<file path="src/rtl/lp_rtc_pkg.sv">
package lp_rtc_pkg;
    localparam int DATA_W     = 32;
    localparam int CNT_W      = 47;
    localparam int FRAC_W     = 15;
    localparam int HI_W       = CNT_W - DATA_W;
    localparam int SEC_W      = CNT_W - FRAC_W;
    localparam int SYNC_DEPTH = 3;
    localparam int ADDR_W     = 8;

    localparam logic [ADDR_W-1:0] OFF_CTRL   = 8'h04;
    localparam logic [ADDR_W-1:0] OFF_STAT   = 8'h18;
    localparam logic [ADDR_W-1:0] OFF_CNT_HI = 8'h1C;
    localparam logic [ADDR_W-1:0] OFF_CNT_LO = 8'h20;
    localparam logic [ADDR_W-1:0] OFF_ALARM  = 8'h24;
    localparam logic [ADDR_W-1:0] OFF_GLITCH = 8'h30;

    localparam int BIT_RUN  = 0;
    localparam int BIT_ARM  = 1;
    localparam int BIT_WAKE = 3;

    typedef struct packed {
        logic wake;
        logic arm;
        logic run;
    } ctrl_t;

    localparam int CTRL_BITS = $bits(ctrl_t);

    function automatic logic [DATA_W-1:0] ctrl_word(input logic run_sh,
                                                    input logic arm,
                                                    input logic wake);
        logic [DATA_W-1:0] w;
        w           = '0;
        w[BIT_RUN]  = run_sh;
        w[BIT_ARM]  = arm;
        w[BIT_WAKE] = wake;
        return w;
    endfunction
endpackage

</file>
<file path="src/rtl/lp_rtc_ctrl_sync.sv">
module lp_rtc_ctrl_sync #(
    parameter int NBITS = 3,
    parameter int DEPTH = 3
) (
    input  logic             clk,
    input  logic             rst,
    input  logic             tick_i,
    input  logic [NBITS-1:0] req_i,
    output logic [NBITS-1:0] shadow_o
);
    for (genvar b = 0; b < NBITS; b++) begin : g_bit
        logic [DEPTH-1:0] pipe_q;
        always_ff @(posedge clk) begin
            if (rst) begin
                pipe_q <= '0;
            end else if (tick_i) begin
                if (DEPTH > 1) begin
                    pipe_q <= {pipe_q[DEPTH-2:0], req_i[b]};
                end else begin
                    pipe_q <= req_i[b];
                end
            end
        end
        assign shadow_o[b] = pipe_q[DEPTH-1];

        p_shadow_on_tick_r2: assert property (@(posedge clk) disable iff (rst)
            !tick_i |=> $stable(shadow_o[b]))
            else $error("shadow bit moved without a tick");
    end
endmodule

</file>
<file path="src/rtl/lp_rtc_counter.sv">
module lp_rtc_counter #(
    parameter int CNT_W = 47,
    parameter int LO_W  = 32
) (
    input  logic                  clk,
    input  logic                  rst,
    input  logic                  tick_i,
    input  logic                  run_i,
    input  logic                  ld_lo_i,
    input  logic                  ld_hi_i,
    input  logic [LO_W-1:0]       lo_data_i,
    input  logic [CNT_W-LO_W-1:0] hi_data_i,
    output logic [CNT_W-1:0]      cnt_o
);
    logic [CNT_W-1:0] cnt_q;

    always_ff @(posedge clk) begin
        if (rst) begin
            cnt_q <= '0;
        end else if (run_i) begin
            if (tick_i) cnt_q <= cnt_q + 1'b1;
        end else begin
            if (ld_lo_i) cnt_q[LO_W-1:0]     <= lo_data_i;
            if (ld_hi_i) cnt_q[CNT_W-1:LO_W] <= hi_data_i;
        end
    end
    assign cnt_o = cnt_q;

    p_step_r3: assert property (@(posedge clk) disable iff (rst)
        run_i && tick_i |=> cnt_q == CNT_W'($past(cnt_q) + 1'b1))
        else $error("running count did not step by one");

    p_idle_hold_r3: assert property (@(posedge clk) disable iff (rst)
        !run_i && !ld_lo_i && !ld_hi_i |=> $stable(cnt_q))
        else $error("stopped count changed without a load");

    p_no_load_running_r5: assert property (@(posedge clk) disable iff (rst)
        run_i && !tick_i |=> $stable(cnt_q))
        else $error("running count changed between ticks");
endmodule

</file>
<file path="src/rtl/lp_rtc_alarm.sv">
module lp_rtc_alarm #(
    parameter int SEC_W = 32
) (
    input  logic             clk,
    input  logic             rst,
    input  logic             tick_i,
    input  logic             arm_i,
    input  logic [SEC_W-1:0] secs_i,
    input  logic             wr_val_i,
    input  logic [SEC_W-1:0] wdata_i,
    input  logic             clr_i,
    output logic [SEC_W-1:0] alarm_o,
    output logic             flag_o
);
    logic [SEC_W-1:0] alarm_q;
    logic             flag_q;
    logic             hit;

    assign hit = tick_i && arm_i && (secs_i == alarm_q);

    always_ff @(posedge clk) begin
        if (rst) begin
            alarm_q <= '0;
            flag_q  <= 1'b0;
        end else begin
            if (wr_val_i) alarm_q <= wdata_i;
            if (hit)        flag_q <= 1'b1;
            else if (clr_i) flag_q <= 1'b0;
        end
    end
    assign alarm_o = alarm_q;
    assign flag_o  = flag_q;

    p_rise_cause_r6: assert property (@(posedge clk) disable iff (rst)
        $rose(flag_q) |-> $past(tick_i && arm_i))
        else $error("alarm flag rose without an armed tick");

    p_sticky_r7: assert property (@(posedge clk) disable iff (rst)
        flag_q && !clr_i |=> flag_q)
        else $error("alarm flag dropped without a clear");
endmodule

</file>
<file path="src/rtl/lp_rtc_top.sv">
module lp_rtc_top
    import lp_rtc_pkg::*;
(
    input  logic              clk,
    input  logic              rst,
    input  logic              tick_en,
    input  logic              bus_wr,
    input  logic              bus_rd,
    input  logic [ADDR_W-1:0] bus_addr,
    input  logic [DATA_W-1:0] bus_wdata,
    output logic [DATA_W-1:0] bus_rdata,
    output logic              irq
);
    logic wr_ctrl, wr_stat, wr_hi, wr_lo, wr_alarm, wr_glitch;
    assign wr_ctrl   = bus_wr && (bus_addr == OFF_CTRL);
    assign wr_stat   = bus_wr && (bus_addr == OFF_STAT);
    assign wr_hi     = bus_wr && (bus_addr == OFF_CNT_HI);
    assign wr_lo     = bus_wr && (bus_addr == OFF_CNT_LO);
    assign wr_alarm  = bus_wr && (bus_addr == OFF_ALARM);
    assign wr_glitch = bus_wr && (bus_addr == OFF_GLITCH);

    ctrl_t ctrl_q;
    ctrl_t ctrl_sh;

    always_ff @(posedge clk) begin
        if (rst) begin
            ctrl_q <= '0;
        end else if (wr_ctrl) begin
            ctrl_q.run  <= bus_wdata[BIT_RUN];
            ctrl_q.arm  <= bus_wdata[BIT_ARM];
            ctrl_q.wake <= bus_wdata[BIT_WAKE];
        end
    end

    lp_rtc_ctrl_sync #(.NBITS(CTRL_BITS), .DEPTH(SYNC_DEPTH)) u_sync (
        .clk      (clk),
        .rst      (rst),
        .tick_i   (tick_en),
        .req_i    (ctrl_q),
        .shadow_o (ctrl_sh)
    );

    logic [CNT_W-1:0] cnt;

    lp_rtc_counter #(.CNT_W(CNT_W), .LO_W(DATA_W)) u_cnt (
        .clk       (clk),
        .rst       (rst),
        .tick_i    (tick_en),
        .run_i     (ctrl_sh.run),
        .ld_lo_i   (wr_lo),
        .ld_hi_i   (wr_hi),
        .lo_data_i (bus_wdata),
        .hi_data_i (bus_wdata[HI_W-1:0]),
        .cnt_o     (cnt)
    );

    logic [SEC_W-1:0] alarm_val;
    logic             flag;

    lp_rtc_alarm #(.SEC_W(SEC_W)) u_alarm (
        .clk      (clk),
        .rst      (rst),
        .tick_i   (tick_en),
        .arm_i    (ctrl_sh.arm),
        .secs_i   (cnt[CNT_W-1:FRAC_W]),
        .wr_val_i (wr_alarm),
        .wdata_i  (bus_wdata[SEC_W-1:0]),
        .clr_i    (wr_stat && bus_wdata[0]),
        .alarm_o  (alarm_val),
        .flag_o   (flag)
    );

    logic [DATA_W-1:0] glitch_q;
    always_ff @(posedge clk) begin
        if (rst)            glitch_q <= '0;
        else if (wr_glitch) glitch_q <= bus_wdata;
    end

    logic [DATA_W-1:0] rd_mux;
    always_comb begin
        case (bus_addr)
            OFF_CTRL:   rd_mux = ctrl_word(ctrl_sh.run, ctrl_q.arm, ctrl_q.wake);
            OFF_STAT:   rd_mux = DATA_W'(flag);
            OFF_CNT_HI: rd_mux = DATA_W'(cnt[CNT_W-1:DATA_W]);
            OFF_CNT_LO: rd_mux = cnt[DATA_W-1:0];
            OFF_ALARM:  rd_mux = DATA_W'(alarm_val);
            OFF_GLITCH: rd_mux = glitch_q;
            default:    rd_mux = '0;
        endcase
    end

    always_ff @(posedge clk) begin
        if (rst)         bus_rdata <= '0;
        else if (bus_rd) bus_rdata <= rd_mux;
    end

    assign irq = flag && ctrl_sh.wake;
endmodule

</file>
<file path="config.mk">
export PLATFORM = sky130hd
export DESIGN_NAME = lp_rtc_top
export DESIGN_NICKNAME = d
export VERILOG_FILES = /design/src/rtl/lp_rtc_pkg.sv /design/src/rtl/lp_rtc_ctrl_sync.sv /design/src/rtl/lp_rtc_counter.sv /design/src/rtl/lp_rtc_alarm.sv /design/src/rtl/lp_rtc_top.sv
export SDC_FILE = /design/constraint.sdc
export NUM_CORES = 1
export LEC_CHECK = 0
export BUFFER_PORTS_ARGS = -buffer_cell sky130_fd_sc_hd__buf_2
export CAP_MARGIN = 0
export CELL_PAD_IN_SITES_DETAIL_PLACEMENT = 1
export CELL_PAD_IN_SITES_GLOBAL_PLACEMENT = 2
export CORE_MARGIN = 2
export CORE_UTILIZATION = 35
export DETAILED_ROUTE_END_ITERATION = 16
export PLACE_DENSITY_LB_ADDON = 0.1
export SYNTH_ARGS = -nofsm -noshare
export SYNTH_HDL_FRONTEND = slang
export SYNTH_HIERARCHICAL = 1
export SYNTH_SLANG_ARGS = --single-unit
</file>
<file path="constraint.sdc">
create_clock -name clk -period 5.54 [get_ports clk]
set_clock_uncertainty 0.2 [all_clocks]
set_input_delay 0.554 -clock clk [delete_from_list [all_inputs] [get_ports clk]]
set_output_delay 0.554 -clock clk [all_outputs]
set_load 0.02 [all_outputs]
</file>
After elaboration in Yosys (flattened, before gate mapping)
Index checks and enable logic that the tools add are counted.

storage, ports and cells
  bits of input ports = 45
  register bits = 156
  word-level logic and storage cells = 43
  output and inout bits = 33

cells by class
  add/sub/neg operators = 1
  reduce and logical (&&, ||, !) cells = 15
  eq/ne operators = 8
  muxes and demuxes = 7

operators by type and width
  kind                                           number
  case mux 32 bit (6 select lines)               1
  2-to-1 mux 47 bit                              2
  adder 47 x 1 -> 47 bit, second input constant  1
  == test 32 bit                                 1
  2-to-1 mux 32 bit                              1
  == test 8 x 6 -> 1 bit, second input constant  3
  == test 8 x 5 -> 1 bit, second input constant  2
  2-to-1 mux 15 bit                              1
  logical AND 1 bit                              10
  == test 8 x 3 -> 1 bit, second input constant  1
  nonzero test 2 bit                             3
  AND reduction 2 bit                            2
  2-to-1 mux 1 bit                               2
  != test 2 bit, second input constant           1

Logic depth before layout (Yosys ltp)
  depth in word-level cells = 5
  mapped depth = 11
  gate-level depth less buffers = 8

Modules after synthesis
Netlist, hierarchy kept.

by module, submodules not included
  module            area an instance (sq um)  times used  sequential area each (sq um)  cells each
  lp_rtc_top        3086.7                    1           1341.3                        383
  lp_rtc_counter    3049.2                    1           940.9                         380
  lp_rtc_alarm      1502.7                    1           660.6                         152
  lp_rtc_ctrl_sync  341.6                     1           180.2                         32

Worst setup path before layout
OpenSTA, ideal clock, no wires.

  path type = in2reg
  start point = in bus_addr[1]
  end point = reg u_cnt.cnt_q[40] (netlist: u_cnt/cnt_o[40])
  path slack = 2.695 ns
  stages on the path = 11
  arrival = 2.576 ns
  data required time = 5.270 ns
  path buffers = 4
  path through = nor4_1 -> and4_1 -> clkbuf_1 -> buf_2 -> and2_1 -> nor2b_1 -> clkbuf_1 -> buf_2 -> nand2_1 -> a31o_2 -> a21oi_1

on the way
  cells in the longest elaborated chain, start to end = 4

ends and longest elaborated chain
  what                             RTL line              RTL
  from (decl)                      lp_rtc_top.sv:9       input logic [ADDR_W-1:0] bus_addr,
  == test 8 x 5 -> 1 bit           lp_rtc_top.sv:17      assign wr_hi = bus_wr && (bus_addr == OFF_CNT_HI);
  logical AND 1 bit                lp_rtc_top.sv:17
  via wr_hi                        lp_rtc_top.sv:14      logic wr_ctrl, wr_stat, wr_hi, wr_lo, wr_alarm, wr_glitch;
  nonzero test 2 bit (no line)     -
  AND reduction 2 bit (no line)    -
  to (signal assigned)             lp_rtc_counter.sv:21  if (tick_i) cnt_q <= cnt_q + 1'b1;
  to (signal, indexed assignment)  lp_rtc_counter.sv:23  if (ld_lo_i) cnt_q[LO_W-1:0] <= lo_data_i;
  to (signal, indexed assignment)  lp_rtc_counter.sv:24  if (ld_hi_i) cnt_q[CNT_W-1:LO_W] <= hi_data_i;
  to (decl)                        lp_rtc_counter.sv:15  logic [CNT_W-1:0] cnt_q;

The timed path passes the listed nets, and every way through them passes these cells.
A chain may end at the register's enable or synchronous reset.

Worst setup path after layout
  start point = in bus_addr[2]
  end point = reg u_cnt.cnt_q[44] (netlist: u_cnt/cnt_o[44])

Same word-level chain as after synthesis.

==> results.cfg <==
[pwr]
p_leak_nw = 3.194
cellPowerDensity_nw_per_um2 = 269.5
pwr-share-seq_pct = 46.0
swShare_pct = 25.10
internal-power_mw = 1.832
pwr-share-clk_pct = 50.1
combPwrFrac_pct = 3.9
p_switching_uw = 614.0
vdd_drop_max_uv = 164.4
power_mw = 2.446

[route]
wl_per_cell_um = 23.62
vias_per_cell = 5.779
drt_iter0_drc = 479
dr.pass1.iters = 5
detail_route.wirelength_um = 30400
vias = 7438
drtAntennaViolNets = 0
drc = 0

[flow_run]
maxCapViolCount = 0

[setup_path]
arrival_ps = 3240
endpoint_kind = flop
required_ps = 5690
path_delay_family = simple AND/OR/NAND/NOR gates
crit_path_max_fanout = 30
worstSetupPathType = in -> reg
reg2reg_depth = 5
cp_cell_sequence = buf_2 -> and4_1 -> and2_1 -> nor2b_1 -> buf_4 -> nand2_1 -> a31oi_1 -> o21ai_0 -> a211oi_1
max_stage_delay_ps = 820
critPathLaunchType = input pin
cp.depth = 9
critPathBufInv = 2
slowest_stage = and4_1

[floorplanning]
core_area_sq_um = 22500
start_util_pct = 35.46
die_h_um = 155
io_pins = 78
std_cell_rows = 55
die_x_um = 155
dieArea_sq_um = 24030

[synth]
synthFlopType = dfxtp_1
synth_fp_nets = 993
syn_area_per_cell_sq_um = 8.427
synth-seq-cells = 156
syn-cell-area_sq_um = 7980
synth.distinct_cells = 77
synth_cells = 947
ys_warn_count = 6
ys_seq_area_share_pct = 39.13
synth-edff-count = 0
ys_async_sr_fraction_pct = 0

[final_layout]
fin_nets = 1034
drive_above_1_share_pct = 15.48
final_cell_mix = dfxtp_1 (156), nand2_1 (153), nor2_1 (90)
area.growth.synth_to_final_pct = 13.72
multi_input_area_sq_um = 4474
register_area_sq_um = 3123
final_common_cell = dfxtp_1
nFillCells = 2690

[cts]
htreeDepth = 4
ctsHoldBuffers = 0
postCtsSetupBuffers = 0
root_buffer = clkbuf_16
clk_path_buf_depth = 2
cts-resized-gates = 0
cts_tree = yes
clkTransAtPathRegs_ps = 70
cts_buffers = 17
clkSinkCount = 156
insertion_delay_ps = 430

[global_route]
grt_overflow_total = 0
grt_pass1_vias = 7376
antenna_found_initial = 1
grt_max_degree = 71
grt_pass1_wl_um = 46950
track_usage_pct = 25.77

[placement]
post-place-ws_ps = 2067
dp_hpwl_um = 21720
port_buffers = 77
routabilityCongestion = 0.8331

[min_path]
hold_depth = 3
hp-class = in -> reg

[sta]
hold_violations = 0
grt_setup_unrepaired = false
holdWs_ps = 178.2
max_freq_mhz = 323.8
finalCritPeriodShare_pct = 55.74
setup_violations = 0
slew-limit-headroom_pct = 29.54
fin_tns_setup_ps = 0
setup_slack_ps = 2452
finalMaxSlewViolations = 0
finalCriticalPeriod_ps = 3088
tightest_slew_ps = 1054

[run_status]
status = complete, no violations
[metrics by stage]
stage	utilization (%)	std cells	area, sq um
2_1_floorplan	-	947	7980
3_3_place_gp	37.65	1254	8473
3_5_place_dp	37.65	1254	8473
4_1_cts	40.32	1286	9072
5_1_grt	40.32	1286	9072
6_report	40.33	1287	9075
[logic make-up after synthesis]
family,after synthesis,share of synthesized area [%]
multiplexers,75,9.439
buffers and inverters,75,4.923
adder cells (fa/ha/maj),1,0.1568
AND/OR/NAND/NOR,394,24.69
XOR/XNOR,33,3.622
flip-flops,156,39.13
AO/OA/AOI/OAI,213,18.03
[flip-flops by register name, summed over array words and instances (netlist names)]
| register | count |
|---|---|
| glitch_q | 32 |
| u_sync/g_bit.pipe_q | 9 |
| u_cnt/cnt_o | 47 |
| bus_rdata | 32 |
| ctrl_q | 3 |
| u_alarm/flag_o | 1 |
| u_alarm/alarm_o | 32 |
[layout make-up]
class,instances,area share (%)
inverter,5,0.2068
clock inverter,15,1.916
multi-input combinational,716,49.30
tap,285,3.929
sequential,156,34.41
antenna,1,0.02757
clock buffer,17,4.688
timing repair buffer,92,5.515
[metal layers]
layer	part of all wire, %	up-vias	global-route usage [%]
li1	-	3532	-
met1	48	3703	35.49
met2	46	162	40.95
met3	3.0	41	3.928
met4	3.0	0	9.392
met5	0	-	0
[synthesized netlist by cell type (9+ instances only)]
master / count / area (sq um)
dfxtp_1: 156 / 3123
nand2_1: 153 / 574.3
nor2_1: 91 / 341.6
mux2i_1: 73 / 730.7
a21oi_1: 50 / 250.2
o21ai_0: 43 / 215.2
clkbuf_1: 38 / 142.6
nand3_1: 26 / 130.1
nand4_1: 23 / 143.9
xnor2_1: 23 / 201.4
a221oi_1: 19 / 166.4
a22o_1: 17 / 148.9
a22oi_1: 15 / 112.6
buf_2: 14 / 70.07
nor3_1: 14 / 70.07
nor4_1: 14 / 87.58
a31oi_1: 13 / 81.33
and3_1: 11 / 68.82
a211oi_1: 10 / 75.07
xor2_1: 10 / 87.58
buf_4: 9 / 67.56
[path summary, 6_finish.rpt]
path / slack, ps / endpoint / start
worst min-delay path: 180 / glitch_q[22]$_SDFFE_PP0P_ / bus_wdata[22]
worst max register to register: 2720 / u_cnt/cnt_o[35]$_SDFFE_PP0P_ / u_cnt/cnt_o[17]$_SDFFE_PP0P_
worst max-delay path: 2450 / u_cnt/cnt_o[44]$_SDFFE_PP0P_ / bus_addr[2]
worst min register to register: 250 / bus_rdata[7]$_SDFFE_PP0P_ / bus_rdata[7]$_SDFFE_PP0P_
[power groups by stage]
stage	Clock, mW	Combinational, mW	Sequential (mW)
floorplan	0	0.0460	1.15
global placement	0	0.0963	1.15
detailed placement	0	0.0960	1.15
CTS	1.25	0.0964	1.12
global route	1.29	0.103	1.12
finish	1.23	0.0955	1.12
[tightest hold or removal path, cell delays in order]
cell and delay (ps):
buf_2 110, nand2_1 50, a21oi_1 50
No activity file was read; power rests on OpenSTA's default activity.
